### config.mk
export PLATFORM = sky130hd
export DESIGN_NAME = pwm_trip_ctrl
export DESIGN_NICKNAME = d
export VERILOG_FILES = /design/src/rtl/pwm_trip_pkg.sv /design/src/rtl/pwm_trip_filter.sv /design/src/rtl/pwm_trip_regs.sv /design/src/rtl/pwm_trip_pads.sv /design/src/rtl/pwm_trip_ctrl.sv
export SDC_FILE = /design/constraint.sdc
export NUM_CORES = 1
export LEC_CHECK = 0
export BUFFER_PORTS_ARGS = -buffer_cell sky130_fd_sc_hd__buf_4
export CORE_AREA = 2 2 53 65
export CTS_CLUSTER_DIAMETER = 200
export CTS_CLUSTER_SIZE = 16
export DETAILED_ROUTE_END_ITERATION = 8
export DIE_AREA = 0 0 55 67
export GPL_ROUTABILITY_DRIVEN = 0
export HOLD_SLACK_MARGIN = 0.03
export MAX_ROUTING_LAYER = met4
export PLACE_DENSITY_LB_ADDON = 0.05
export SLEW_MARGIN = 0
export SYNTH_ARGS = -nofsm -noshare
export SYNTH_HDL_FRONTEND = slang
export SYNTH_SLANG_ARGS = --single-unit
### constraint.sdc
create_clock -name clk -period 2.1 [get_ports clk]
set_input_delay 0.21 -clock clk [delete_from_list [all_inputs] [get_ports clk]]
set_output_delay 0.21 -clock clk [all_outputs]
set_load 0.01 [all_outputs]
### src/rtl/pwm_trip_pkg.sv
package pwm_trip_pkg;

    localparam int NPHASE = 3;
    localparam int NLEG   = 2 * NPHASE;

    typedef struct packed {
        logic mode;
        logic oen;
        logic cut;
        logic nmi_en;
    } trip_ctrl_t;

    localparam trip_ctrl_t CTRL_RESET = '{mode: 1'b0, oen: 1'b0, cut: 1'b0, nmi_en: 1'b0};

endpackage

### src/rtl/pwm_trip_filter.sv
module pwm_trip_filter #(
    parameter int CW = 8
) (
    input  logic          clk,
    input  logic          rst_n,
    input  logic          sd_n_i,
    input  logic [CW-1:0] width_i,
    output logic          sd_filt_o
);

    typedef struct packed {
        logic          samp;
        logic          filt;
        logic [CW-1:0] cnt;
    } flt_st_t;

    flt_st_t st_d, st_q;

    always_comb begin
        st_d      = st_q;
        st_d.samp = sd_n_i;
        if (width_i == '0) begin
            st_d.filt = sd_n_i;
            st_d.cnt  = '0;
        end else if (sd_n_i != st_q.samp) begin
            st_d.cnt = '0;
        end else if (st_q.samp != st_q.filt) begin
            if (st_q.cnt == width_i) begin
                st_d.filt = st_q.samp;
                st_d.cnt  = '0;
            end else begin
                st_d.cnt = st_q.cnt + 1'b1;
            end
        end else begin
            st_d.cnt = '0;
        end
    end

    always_ff @(posedge clk or negedge rst_n) begin
        if (!rst_n) begin
            st_q <= '{samp: 1'b1, filt: 1'b1, cnt: '0};
        end else begin
            st_q <= st_d;
        end
    end

    assign sd_filt_o = st_q.filt;

    // the filtered level only ever moves to the level the pin held on the previous edge
    assert_filt_follows_pin_R4: assert property (@(posedge clk) disable iff (!rst_n)
        !$stable(st_q.filt) |-> (st_q.filt == $past(sd_n_i)));

endmodule

### src/rtl/pwm_trip_regs.sv
module pwm_trip_regs
    import pwm_trip_pkg::*;
#(
    parameter int CW = 8
) (
    input  logic          clk,
    input  logic          rst_n,
    input  logic          sd_filt_i,
    input  logic          wr_mode_i,
    input  logic          wr_mode_val_i,
    input  logic          wr_oen_i,
    input  logic          wr_oen_val_i,
    input  logic          wr_cut_i,
    input  logic          wr_cut_val_i,
    input  logic          wr_nmi_i,
    input  logic          wr_nmi_val_i,
    input  logic          wr_flt_i,
    input  logic [CW-1:0] wr_flt_val_i,
    output trip_ctrl_t    ctrl_o,
    output logic [CW-1:0] width_o
);

    typedef struct packed {
        trip_ctrl_t    ctrl;
        logic [CW-1:0] width;
    } reg_st_t;

    reg_st_t st_d, st_q;
    logic    trip;

    assign trip = !sd_filt_i && st_q.ctrl.mode && st_q.ctrl.oen;

    always_comb begin
        st_d = st_q;
        if (wr_mode_i) st_d.ctrl.mode   = wr_mode_val_i;
        if (wr_cut_i)  st_d.ctrl.cut    = wr_cut_val_i;
        if (wr_nmi_i)  st_d.ctrl.nmi_en = wr_nmi_val_i;
        if (wr_flt_i)  st_d.width       = wr_flt_val_i;
        // a set only lands while the filtered shutdown is high; a clear always lands
        if (wr_oen_i && (sd_filt_i || !wr_oen_val_i)) st_d.ctrl.oen = wr_oen_val_i;
        // a qualified shutdown beats any write in the same cycle
        if (trip) st_d.ctrl.oen = 1'b0;
    end

    always_ff @(posedge clk or negedge rst_n) begin
        if (!rst_n) begin
            st_q <= '{ctrl: CTRL_RESET, width: '0};
        end else begin
            st_q <= st_d;
        end
    end

    assign ctrl_o  = st_q.ctrl;
    assign width_o = st_q.width;

    // a qualified shutdown clears the output-enable bit on the next edge
    assert_trip_clears_oen_R5: assert property (@(posedge clk) disable iff (!rst_n)
        (st_q.ctrl.mode && st_q.ctrl.oen && !sd_filt_i) |=> !st_q.ctrl.oen);

    // a cleared output-enable bit stays cleared while the filtered level is low
    assert_no_set_while_low_R8: assert property (@(posedge clk) disable iff (!rst_n)
        (!sd_filt_i && !st_q.ctrl.oen) |=> !st_q.ctrl.oen);

endmodule

### src/rtl/pwm_trip_pads.sv
module pwm_trip_pads
    import pwm_trip_pkg::*;
#(
    parameter int NL = NLEG
) (
    input  logic          clk,
    input  logic          rst_n,
    input  trip_ctrl_t    ctrl_i,
    input  logic          sd_filt_i,
    input  logic [NL-1:0] pwm_i,
    input  logic [NL-1:0] port_dat_i,
    input  logic [NL-1:0] port_en_i,
    input  logic [NL-1:0] leg_func_i,
    output logic [NL-1:0] pad_dat_o,
    output logic [NL-1:0] pad_en_o
);

    typedef struct packed {
        logic [NL-1:0] dat;
        logic [NL-1:0] en;
    } pad_st_t;

    pad_st_t       st_d, st_q;
    logic          force_off;
    logic          pwm_live;
    logic [NL-1:0] nxt_dat;
    logic [NL-1:0] nxt_en;

    assign force_off = ctrl_i.cut && !sd_filt_i;
    assign pwm_live  = ctrl_i.mode && ctrl_i.oen && sd_filt_i;

    for (genvar g = 0; g < NL; g++) begin : g_leg
        logic use_pwm;
        assign use_pwm    = pwm_live && leg_func_i[g];
        assign nxt_dat[g] = force_off ? 1'b0 : (use_pwm ? pwm_i[g] : port_dat_i[g]);
        assign nxt_en[g]  = force_off ? 1'b0 : (use_pwm ? 1'b1     : port_en_i[g]);
    end

    always_comb begin
        st_d     = st_q;
        st_d.dat = nxt_dat;
        st_d.en  = nxt_en;
    end

    always_ff @(posedge clk or negedge rst_n) begin
        if (!rst_n) begin
            st_q <= '{dat: '0, en: '0};
        end else begin
            st_q <= st_d;
        end
    end

    assign pad_dat_o = st_q.dat;
    assign pad_en_o  = st_q.en;

    // with cutoff enabled, a low filtered level switches every pad off one clock later
    assert_cutoff_tristates_R6: assert property (@(posedge clk) disable iff (!rst_n)
        (ctrl_i.cut && !sd_filt_i) |=> (st_q.en == '0 && st_q.dat == '0));

endmodule

### src/rtl/pwm_trip_ctrl.sv
module pwm_trip_ctrl
    import pwm_trip_pkg::*;
#(
    parameter int FLT_W = 8
) (
    input  logic             clk,
    input  logic             rst_n,
    input  logic             sd_n_i,
    input  logic [NLEG-1:0]  pwm_i,
    input  logic [NLEG-1:0]  port_dat_i,
    input  logic [NLEG-1:0]  port_en_i,
    input  logic [NLEG-1:0]  leg_func_i,
    input  logic             wr_mode_i,
    input  logic             wr_mode_val_i,
    input  logic             wr_oen_i,
    input  logic             wr_oen_val_i,
    input  logic             wr_cut_i,
    input  logic             wr_cut_val_i,
    input  logic             wr_nmi_i,
    input  logic             wr_nmi_val_i,
    input  logic             wr_flt_i,
    input  logic [FLT_W-1:0] wr_flt_val_i,
    output logic [NLEG-1:0]  pad_dat_o,
    output logic [NLEG-1:0]  pad_en_o,
    output logic             mode_o,
    output logic             oen_o,
    output logic             cut_o,
    output logic             nmi_en_o,
    output logic             sd_filt_o,
    output logic             nmi_req_o
);

    trip_ctrl_t       ctrl;
    logic [FLT_W-1:0] width;
    logic             sd_filt;

    pwm_trip_filter #(.CW(FLT_W)) u_filter (
        .clk       (clk),
        .rst_n     (rst_n),
        .sd_n_i    (sd_n_i),
        .width_i   (width),
        .sd_filt_o (sd_filt)
    );

    pwm_trip_regs #(.CW(FLT_W)) u_regs (
        .clk           (clk),
        .rst_n         (rst_n),
        .sd_filt_i     (sd_filt),
        .wr_mode_i     (wr_mode_i),
        .wr_mode_val_i (wr_mode_val_i),
        .wr_oen_i      (wr_oen_i),
        .wr_oen_val_i  (wr_oen_val_i),
        .wr_cut_i      (wr_cut_i),
        .wr_cut_val_i  (wr_cut_val_i),
        .wr_nmi_i      (wr_nmi_i),
        .wr_nmi_val_i  (wr_nmi_val_i),
        .wr_flt_i      (wr_flt_i),
        .wr_flt_val_i  (wr_flt_val_i),
        .ctrl_o        (ctrl),
        .width_o       (width)
    );

    pwm_trip_pads #(.NL(NLEG)) u_pads (
        .clk        (clk),
        .rst_n      (rst_n),
        .ctrl_i     (ctrl),
        .sd_filt_i  (sd_filt),
        .pwm_i      (pwm_i),
        .port_dat_i (port_dat_i),
        .port_en_i  (port_en_i),
        .leg_func_i (leg_func_i),
        .pad_dat_o  (pad_dat_o),
        .pad_en_o   (pad_en_o)
    );

    assign mode_o    = ctrl.mode;
    assign oen_o     = ctrl.oen;
    assign cut_o     = ctrl.cut;
    assign nmi_en_o  = ctrl.nmi_en;
    assign sd_filt_o = sd_filt;
    assign nmi_req_o = ctrl.nmi_en && !sd_filt;

endmodule

## After elaboration in Yosys (flattened, before gate mapping)

Index checks and enable logic that the tools add are counted.

- Eq/ne operators: 4
- Reductions and logical operators: 21
- $add $sub $neg: 1
- Muxes and demuxes: 33

Operators with widths:

| cell | number |
|---|---|
| $mux W1 | 29 |
| $mux W8 | 3 |
| $logic_and A1 B1 Y1 | 13 |
| $mux W9 | 1 |
| $add A8 B1 Y8 const B | 1 |
| $eq A8 B8 Y1 | 1 |
| $logic_not A8 Y1 | 1 |
| $reduce_bool A2 Y1 | 3 |
| $reduce_and A3 Y1 | 1 |
| $logic_not A1 Y1 | 2 |
| $ne A1 B1 Y1 | 2 |
| $ne A2 B1 Y1 const B | 1 |
| $logic_or A1 B1 Y1 | 1 |

- Bits of input ports: 44
- Output and inout port bits: 18
- Word-level logic and storage cells: 69
- Bits in registers: 34

## Longest topological paths before layout

Gate-level depths: netlist (run 1).

- Depth in word-level cells: 5
- Gate-level depth with buffers: 5
- Gate-level depth less buffers: 4

## Modules after synthesis

A second synthesis (run 1) with hierarchy kept.

- Cells, all modules: 131
- Area total of the unflattened synthesis: 1587.8 um^2

By module, submodules not included:

| module | sequential area each (um^2) | cells an instance | area each (um^2) | times used |
|---|---|---|---|---|
| pwm_trip_filter | 252.7 | 56 | 564.3 | 1 |
| pwm_trip_pads | 300.3 | 47 | 520.5 | 1 |
| pwm_trip_regs | 300.3 | 27 | 489.2 | 1 |
| pwm_trip_ctrl | 0.0 | 1 | 13.8 | 1 |

## Worst setup path before layout (run 1)

No wires, ideal clock.

- Kind: reg-to-reg
- Start point: register u_filter.st_q[0] (netlist bit)
- End point: register u_filter.st_q[2] (netlist bit)
- Required time: 1958 ps
- Stages on the path, launching flop included: 5
- Data arrival time: 1212 ps
- Setup slack: 746 ps
- Setup time: 142 ps
- Path through: dfrtp_1 > xnor2_1 > nand4_1 > o221ai_1 > nor2_1

RTL lines:

| item | RTL line | text |
|---|---|---|
| from (decl) | pwm_trip_filter.sv:17 | `flt_st_t st_d, st_q;` |
| from (signal assigned) | pwm_trip_filter.sv:41 | `st_q <= '{samp: 1'b1, filt: 1'b1, cnt: '0};` |
| from (signal assigned) | pwm_trip_filter.sv:43 | `st_q <= st_d;` |

==> impl_results.md, run 1 <==
* Fmax at 0.6330 GHz
* Sort of element at the start of the critical path: flip-flop
* Number of buffers created by CTS at 5
* Area of the mapped netlist at 1518 sq um
* Largest clock skew in the final design at 0.009119 ns
* Half-perimeter wire length after placement at 2402 um
* Post-detailed-route DRC marker count at 0
* Buffers on Ports at 61
* Static leakage power at 0.9981 nW
* Chip Width at 55 um
* Synthesized netlist cell count at 139
* First-pass GRT wire length at 5326 um
* Via count of the first global-routing pass at 1284
* Root Driver: clkbuf_4
* Core region area at 3028 sq um
* Count of nets after finishing at 251
* Sort of element at the end of the critical path: flip-flop
* Worst Hold Margin at 0.07519 ns
* Seq/Total Area, Yosys at 56.22%
* CTS tree: done
* Maximum number of pins on one net before global-route repair at 35
* Post-synthesis area per instance at 10.92 sq um
* Number of antenna repair diodes at 0
* Mean routed wirelength per cell at 12.91 um
* Commonest non-fill, non-tap cells in the layout: buf_4, dfrtp_1, nor2_1
* Slowest cell on the critical path: o221ai_1
* Vias per cell at 5.095
* Global-route congestion overflow total at 0
* Most frequent standard cell in the layout excluding fill and tap cells: buf_4
* CP max stage delay at 0.56 ns
* Run status: complete, no violations
* Post-detailed-route count of antenna-violating nets at 0
* Biggest area consumer among synthesized cells: dfrtp_1
* Synthesized flop and latch total at 34
* Worst reg-to-reg path cell count at 4
* Tightest slew margin relative to the limit at 56.30%
* CP required at 2.29 ns
* Number of core rows at 22
* Share of cells above drive strength 1 at 40.58%
* Setup repair after global routing missed its margin: no
* Mapped Nets at 184
* Yosys top cell area share at 52.76%
* Full die area at 3685 sq um
* Worst-skew pair later-pin latency at 0.33 ns
* Transition time of the tightest slew-check pin at 0.6555 ns
* Main area contributors after synthesis: dfrtp_1, mux2_2, xnor2_1
* Number of logic stages on the critical path including buffering at 4
* Initial DRC Count at 28
* Total length of routed wires at 3136 um
* Number of antenna violations at the first check in global routing at 0
* Number of library cell types mapped by synthesis at 27
* Type of the worst min-delay path: input pin to flip-flop
* WHS Path Cells at 2
* Post-Layout Cell Count at 243
* Top-level I/O count at 62
* Global routing usage summed across all routing layers at 20.94%
* Relative area change from synthesis to final layout at 37.51%
* Ordered list of cells on the worst path: xnor2_1 -> nand4_1 -> o221ai_1 -> nor2_1
* Number of vias in the routed layout at 1238
* Maximum count of clock buffers along a single path at 2
* Iteration count of the initial detailed-routing pass at 4
* Total placed cells including tap cells at 233
* Total number of H-tree levels at 2
* Clock-pin slew on the worst setup and hold paths at 0.09 ns
* Setup TNS at 0 ns
* Area taken by flip-flops and latches at 853.3 sq um
* Filler Cell Count at 249
* Die Y at 67 um
* Sum of internal, switching and leakage power at 0.001316 W
* Power density over the cells at 630.8 nW/um^2
* Number of hold violations in the final report at 0
* Peak supply drop at 0.5469 mV
* Number of max-slew violations in the final report at 0
* Reported max-cap violation count at 0
* Endpoints failing setup at 0
* Area of the multi-input gates at 633.1 sq um
* Delay-heaviest family, CP: compound AO/OA/AOI/OAI gates
* Synthesis Warnings at 0
* Critical path data arrival time at 1.77 ns
* Post CTS Setup Buffer Count at 0
* Part of the cycle the worst path needs at 75.22%
* Number of sinks handled by clock tree synthesis at 34
* Worst setup path category: flip-flop to flip-flop
* Min Clock Period, post-route at 1.580 ns
* Maximum net fanout on the critical path at 8
* Buf/Inv on CP at 0
* Effective utilization at floorplan at 50.12%
[path summary, 6_finish.rpt]
check	start	endpoint	slack (ns)
max reg2reg	u_filter.st_q[0]	u_filter.st_q[5]	0.52
min reg2reg	u_regs.ctrl_o[0]	u_regs.ctrl_o[0]	0.55
min in group asynchronous	rst_n	u_regs.width_o[1]	0.35
max in group asynchronous	rst_n	u_filter.sd_filt_o	1.41
max	u_filter.st_q[0]	u_filter.st_q[5]	0.52
min	wr_mode_i	u_regs.ctrl_o[3]	0.08
[repair_timing]
action / in CTS / in global routing
resized for setup: 0 / 0
endpoints found under the hold margin: 33 / 0
hold buffers: 2 / 0
[logic make-up (layout without fill, tap and decap cells)]
logic type	Yosys count	after routing	share of synthesized area (%)
adder cells (fa/ha/maj)	1	1	0.8243
AND/OR/NAND/NOR	53	53	16.65
multiplexers	12	12	9.068
flip-flops	34	34	56.22
XOR/XNOR	14	14	8.079
buffers and inverters	7	75	2.061
AO/OA/AOI/OAI	18	18	7.090
[cells in the mapped netlist]
cell type,number
a211o_2,1
mux2_4,1
o21ai_0,1
a21oi_1,13
o221ai_1,1
xnor2_1,9
nand2_1,15
clkbuf_1,2
ha_1,1
xor2_1,5
dfrtp_1,32
nor3b_1,1
mux2_2,10
nor2_1,16
nand4_1,2
nor4_2,2
buf_4,1
o21a_1,1
buf_2,1
nand3_1,11
nor2b_1,2
dfstp_2,2
inv_1,3
o41a_1,1
mux2i_1,1
nor3_1,1
and3_1,3
[routing by layer]
layer / up-vias / wire [um] / global-route usage, %
li1: 609 / - / -
met1: 589 / 1194 / 20.61
met2: 36 / 1720 / 36.31
met3: 4 / 186 / 7.399
met4: 0 / 34 / 8.537
met5: - / 0 / -
[where the power goes]
group / leakage [nW] / switching (W) / internal (W)
Clock: 0.0326 / 0.000200 / 0.000165
Sequential: 0.429 / 0.0000315 / 0.000698
Combinational: 0.537 / 0.0000889 / 0.000133
Total: 0.998 / 0.000321 / 0.000996
[registers in the layout, indices dropped and copies added (netlist names)]
signal	cells
u_pads.pad_dat_o	6
u_filter.sd_filt_o	1
u_pads.pad_en_o	6
u_regs.width_o	8
u_regs.ctrl_o	4
u_filter.st_q	9
[layout make-up]
| type | instances | share of cell area, % |
|---|---|---|
| tap | 36 | 2.158 |
| sequential | 34 | 40.89 |
| timing repair buffer | 64 | 23.26 |
| inverter | 3 | 0.5396 |
| clock buffer | 8 | 2.818 |
| multi-input combinational | 98 | 30.34 |
[per-stage QoR]
step | utilization, % | setup WS, ns | area [sq um]
3_3_place_gp | 66.32 | 0.5738 | 2008
3_5_place_dp | 66.32 | 0.5273 | 2008
6_report | 68.93 | 0.5203 | 2087
2_1_floorplan | - | 0.7457 | 1518
4_1_cts | 68.93 | 0.5129 | 2087
5_1_grt | 68.93 | 0.2990 | 2087
(Power assumes the default switching activity.)
==> run 2: changes to the inputs <==
--- a/config.mk
+++ b/config.mk
@@ -6,11 +6,11 @@
 export NUM_CORES = 1
 export LEC_CHECK = 0
 export BUFFER_PORTS_ARGS = -buffer_cell sky130_fd_sc_hd__buf_4
-export CORE_AREA = 2 2 53 65
+export CORE_AREA = 2 2 58 71
 export CTS_CLUSTER_DIAMETER = 200
 export CTS_CLUSTER_SIZE = 16
 export DETAILED_ROUTE_END_ITERATION = 8
-export DIE_AREA = 0 0 55 67
+export DIE_AREA = 0 0 60 73
 export GPL_ROUTABILITY_DRIVEN = 0
 export HOLD_SLACK_MARGIN = 0.03
 export MAX_ROUTING_LAYER = met4
==> constraint.sdc (replaced) <==
create_clock -name clk -period 1.3 [get_ports clk]
set_input_delay 0.13 -clock clk [delete_from_list [all_inputs] [get_ports clk]]
set_output_delay 0.13 -clock clk [all_outputs]
set_load 0.01 [all_outputs]
==> impl_results.md, run 2 (synthesis gave the netlist of run 1 again) <==
* CTS tree: done
* Top-level I/O count at 62
* Sort of element at the start of the critical path: flip-flop
* Buffers on Ports at 61
* Relative area change from synthesis to final layout at 66.28%
* Core region area at 3785 sq um
* Full die area at 4380 sq um
* Grt peak-use layer: met2
* Reported max-cap violation count at 0
* Most frequent standard cell in the layout excluding fill and tap cells: buf_4
* Global routing usage summed across all routing layers at 18.90%
* Share of cells above drive strength 1 at 60.79%
* Number of vias in the routed layout at 1366
* Filler Cell Count at 307
* Most flop-heavy register: u_filter.st_q
* First-pass GRT wire length at 5899 um
* Sum of internal, switching and leakage power at 0.002425 W
* Via count of the first global-routing pass at 1386
* Gate power share at 18.1%
* Global-route congestion overflow total at 0
* Total net switching power at 0.0006154 W
* Iteration count of the initial detailed-routing pass at 3
* Switching part of the total power at 25.37%
* Setup TNS at -0.8031 ns
* Ordered list of cells on the worst path: nor4_2 -> nand2_2 -> mux2_4 -> o21a_1
* GR met2 Demand/Resource at 32.49%
* Grt met3 use at 5.319%
* Static leakage power at 1.173 nW
* Half-perimeter wire length after placement at 2722 um
* Maximum number of pins on one net before global-route repair at 35
* Slowest cell on the critical path: dfrtp_1
* Failing checks: negative setup slack
* Commonest non-fill, non-tap cells in the layout: buf_4, dfrtp_1, nor2_1, mux2_2, nand2_2
* Post-detailed-route DRC marker count at 0
* Peak supply drop at 0.6884 mV
* Post-detailed-route count of antenna-violating nets at 0
* Largest register FFs at 9
* Maximum count of clock buffers along a single path at 2
* Worst path setup slack after routing at -0.1411 ns
* Run status: finished with violations
* Number of antenna violations at the first check in global routing at 0
* Mean routed wirelength per cell at 14.18 um
* Initial DRC Count at 38
* CP max stage delay at 0.42 ns
* Die Y at 73 um
* Number of max-slew violations in the final report at 0
* Total number of H-tree levels at 2
* Clock-pin slew on the worst setup and hold paths at 0.07 ns
* Placed Instance Area at 2117 sq um
* Min Clock Period, post-route at 1.441 ns
* Type of the worst min-delay path: input pin to flip-flop
* Endpoints failing setup at 9
* Tightest slew margin relative to the limit at 70.42%
* Power density over the cells at 961.0 nW/um^2
* Worst-skew pair later-pin latency at 0.29 ns
* Part of the cycle the worst path needs at 110.9%
* Post-route cell area at 2524 sq um
* Cell-internal power at 0.001810 W
* Total length of routed wires at 3984 um
* Largest clock skew in the final design at 0.009321 ns
* Setup repair after global routing missed its margin: yes
* Clock share of power at 33.1%
* Vias per cell at 4.861
* Number of core rows at 25
* Number of antenna repair diodes at 0
* Core utilization of the finished layout at 66.68%
* Fmax at 0.6939 GHz
* CP required at 1.52 ns
* Share of total power in sequential cells at 48.8%
* Count of nets after finishing at 271
* Number of hold violations in the final report at 0
* Maximum net fanout on the critical path at 3
* Effective utilization at floorplan at 40.10%
* Root Driver: clkbuf_8
* Critical path data arrival time at 1.67 ns
* Sort of element at the end of the critical path: flip-flop
* Chip Width at 60 um
* Number of sinks handled by clock tree synthesis at 34
* Number of buffers created by CTS at 5
* Transition time of the tightest slew-check pin at 0.4437 ns
* Met1 global-route usage at 19.77%
* Worst Hold Margin at 0.05297 ns
* Worst setup path category: flip-flop to flip-flop
[run 2: cell type report]
class	count	area [sq um]	share of cell area (%)
clock inverter	1	5.005	0.1983
timing repair buffer	84	700.7	27.76
sequential	34	854.6	33.86
multi-input combinational	98	798.3	31.63
inverter	3	11.26	0.4462
clock buffer	7	86.33	3.421
tap	54	67.56	2.677
[run 2: what timing repair did]
action                                 CTS  global route
gates resized for setup                  9            34
gates cloned                             0             3
setup endpoints to repair               22            17
setup buffers                            4             3
endpoints found under the hold margin   34             0
pin swaps                                6            22
hold buffers                             3             0
[run 2: stage by stage]
step / setup slack [ns] / instances
after floorplan: -0.04630 / 139
after global placement: -0.1054 / 260
after detailed placement: -0.1429 / 260
after CTS: -0.1595 / 275
after global routing: -0.1874 / 281
final: -0.1411 / 281
[run 2: final timing paths]
kind,start,endpoint,slack (ns),cells after the start
max reg2reg,u_regs.width_o[5],u_filter.sd_filt_o,-0.14,4
min,port_en_i[4],u_pads.pad_en_o[4],0.05,3
min in group asynchronous,rst_n,u_regs.width_o[7],0.33,2
min reg2reg,u_regs.ctrl_o[0],u_regs.ctrl_o[0],0.53,1
max in group asynchronous,rst_n,u_filter.sd_filt_o,0.63,2
max,u_regs.width_o[5],u_filter.sd_filt_o,-0.14,4
[run 2: power groups by stage]
| stage | logic [W] | registers [W] | clock network, W |
|---|---|---|---|
| after CTS | 0.000406 | 0.00118 | 0.000832 |
| after floorplan | 0.000124 | 0.00121 | 0 |
| after global placement | 0.000374 | 0.00119 | 0 |
| after global routing | 0.000476 | 0.00119 | 0.000886 |
| final | 0.000438 | 0.00118 | 0.000804 |
| after detailed placement | 0.000381 | 0.00120 | 0 |
[run 2: layer usage]
metal / routed length, um / part of all wire, % / vias up
li1: - / - / 648
met4: 65 / 1.6 / 0
met5: 0 / 0 / -
met1: 1470 / 37 / 675
met2: 2269 / 57 / 37
met3: 178 / 4.5 / 6
[run 2: critical path: cells and delay by family (launching register included)]
family	cells	cell delay, ns
DFF	1	0.42
AOI/OAI and AO/OA	1	0.17
and+or+nand+nor	2	0.49
muxes	1	0.31
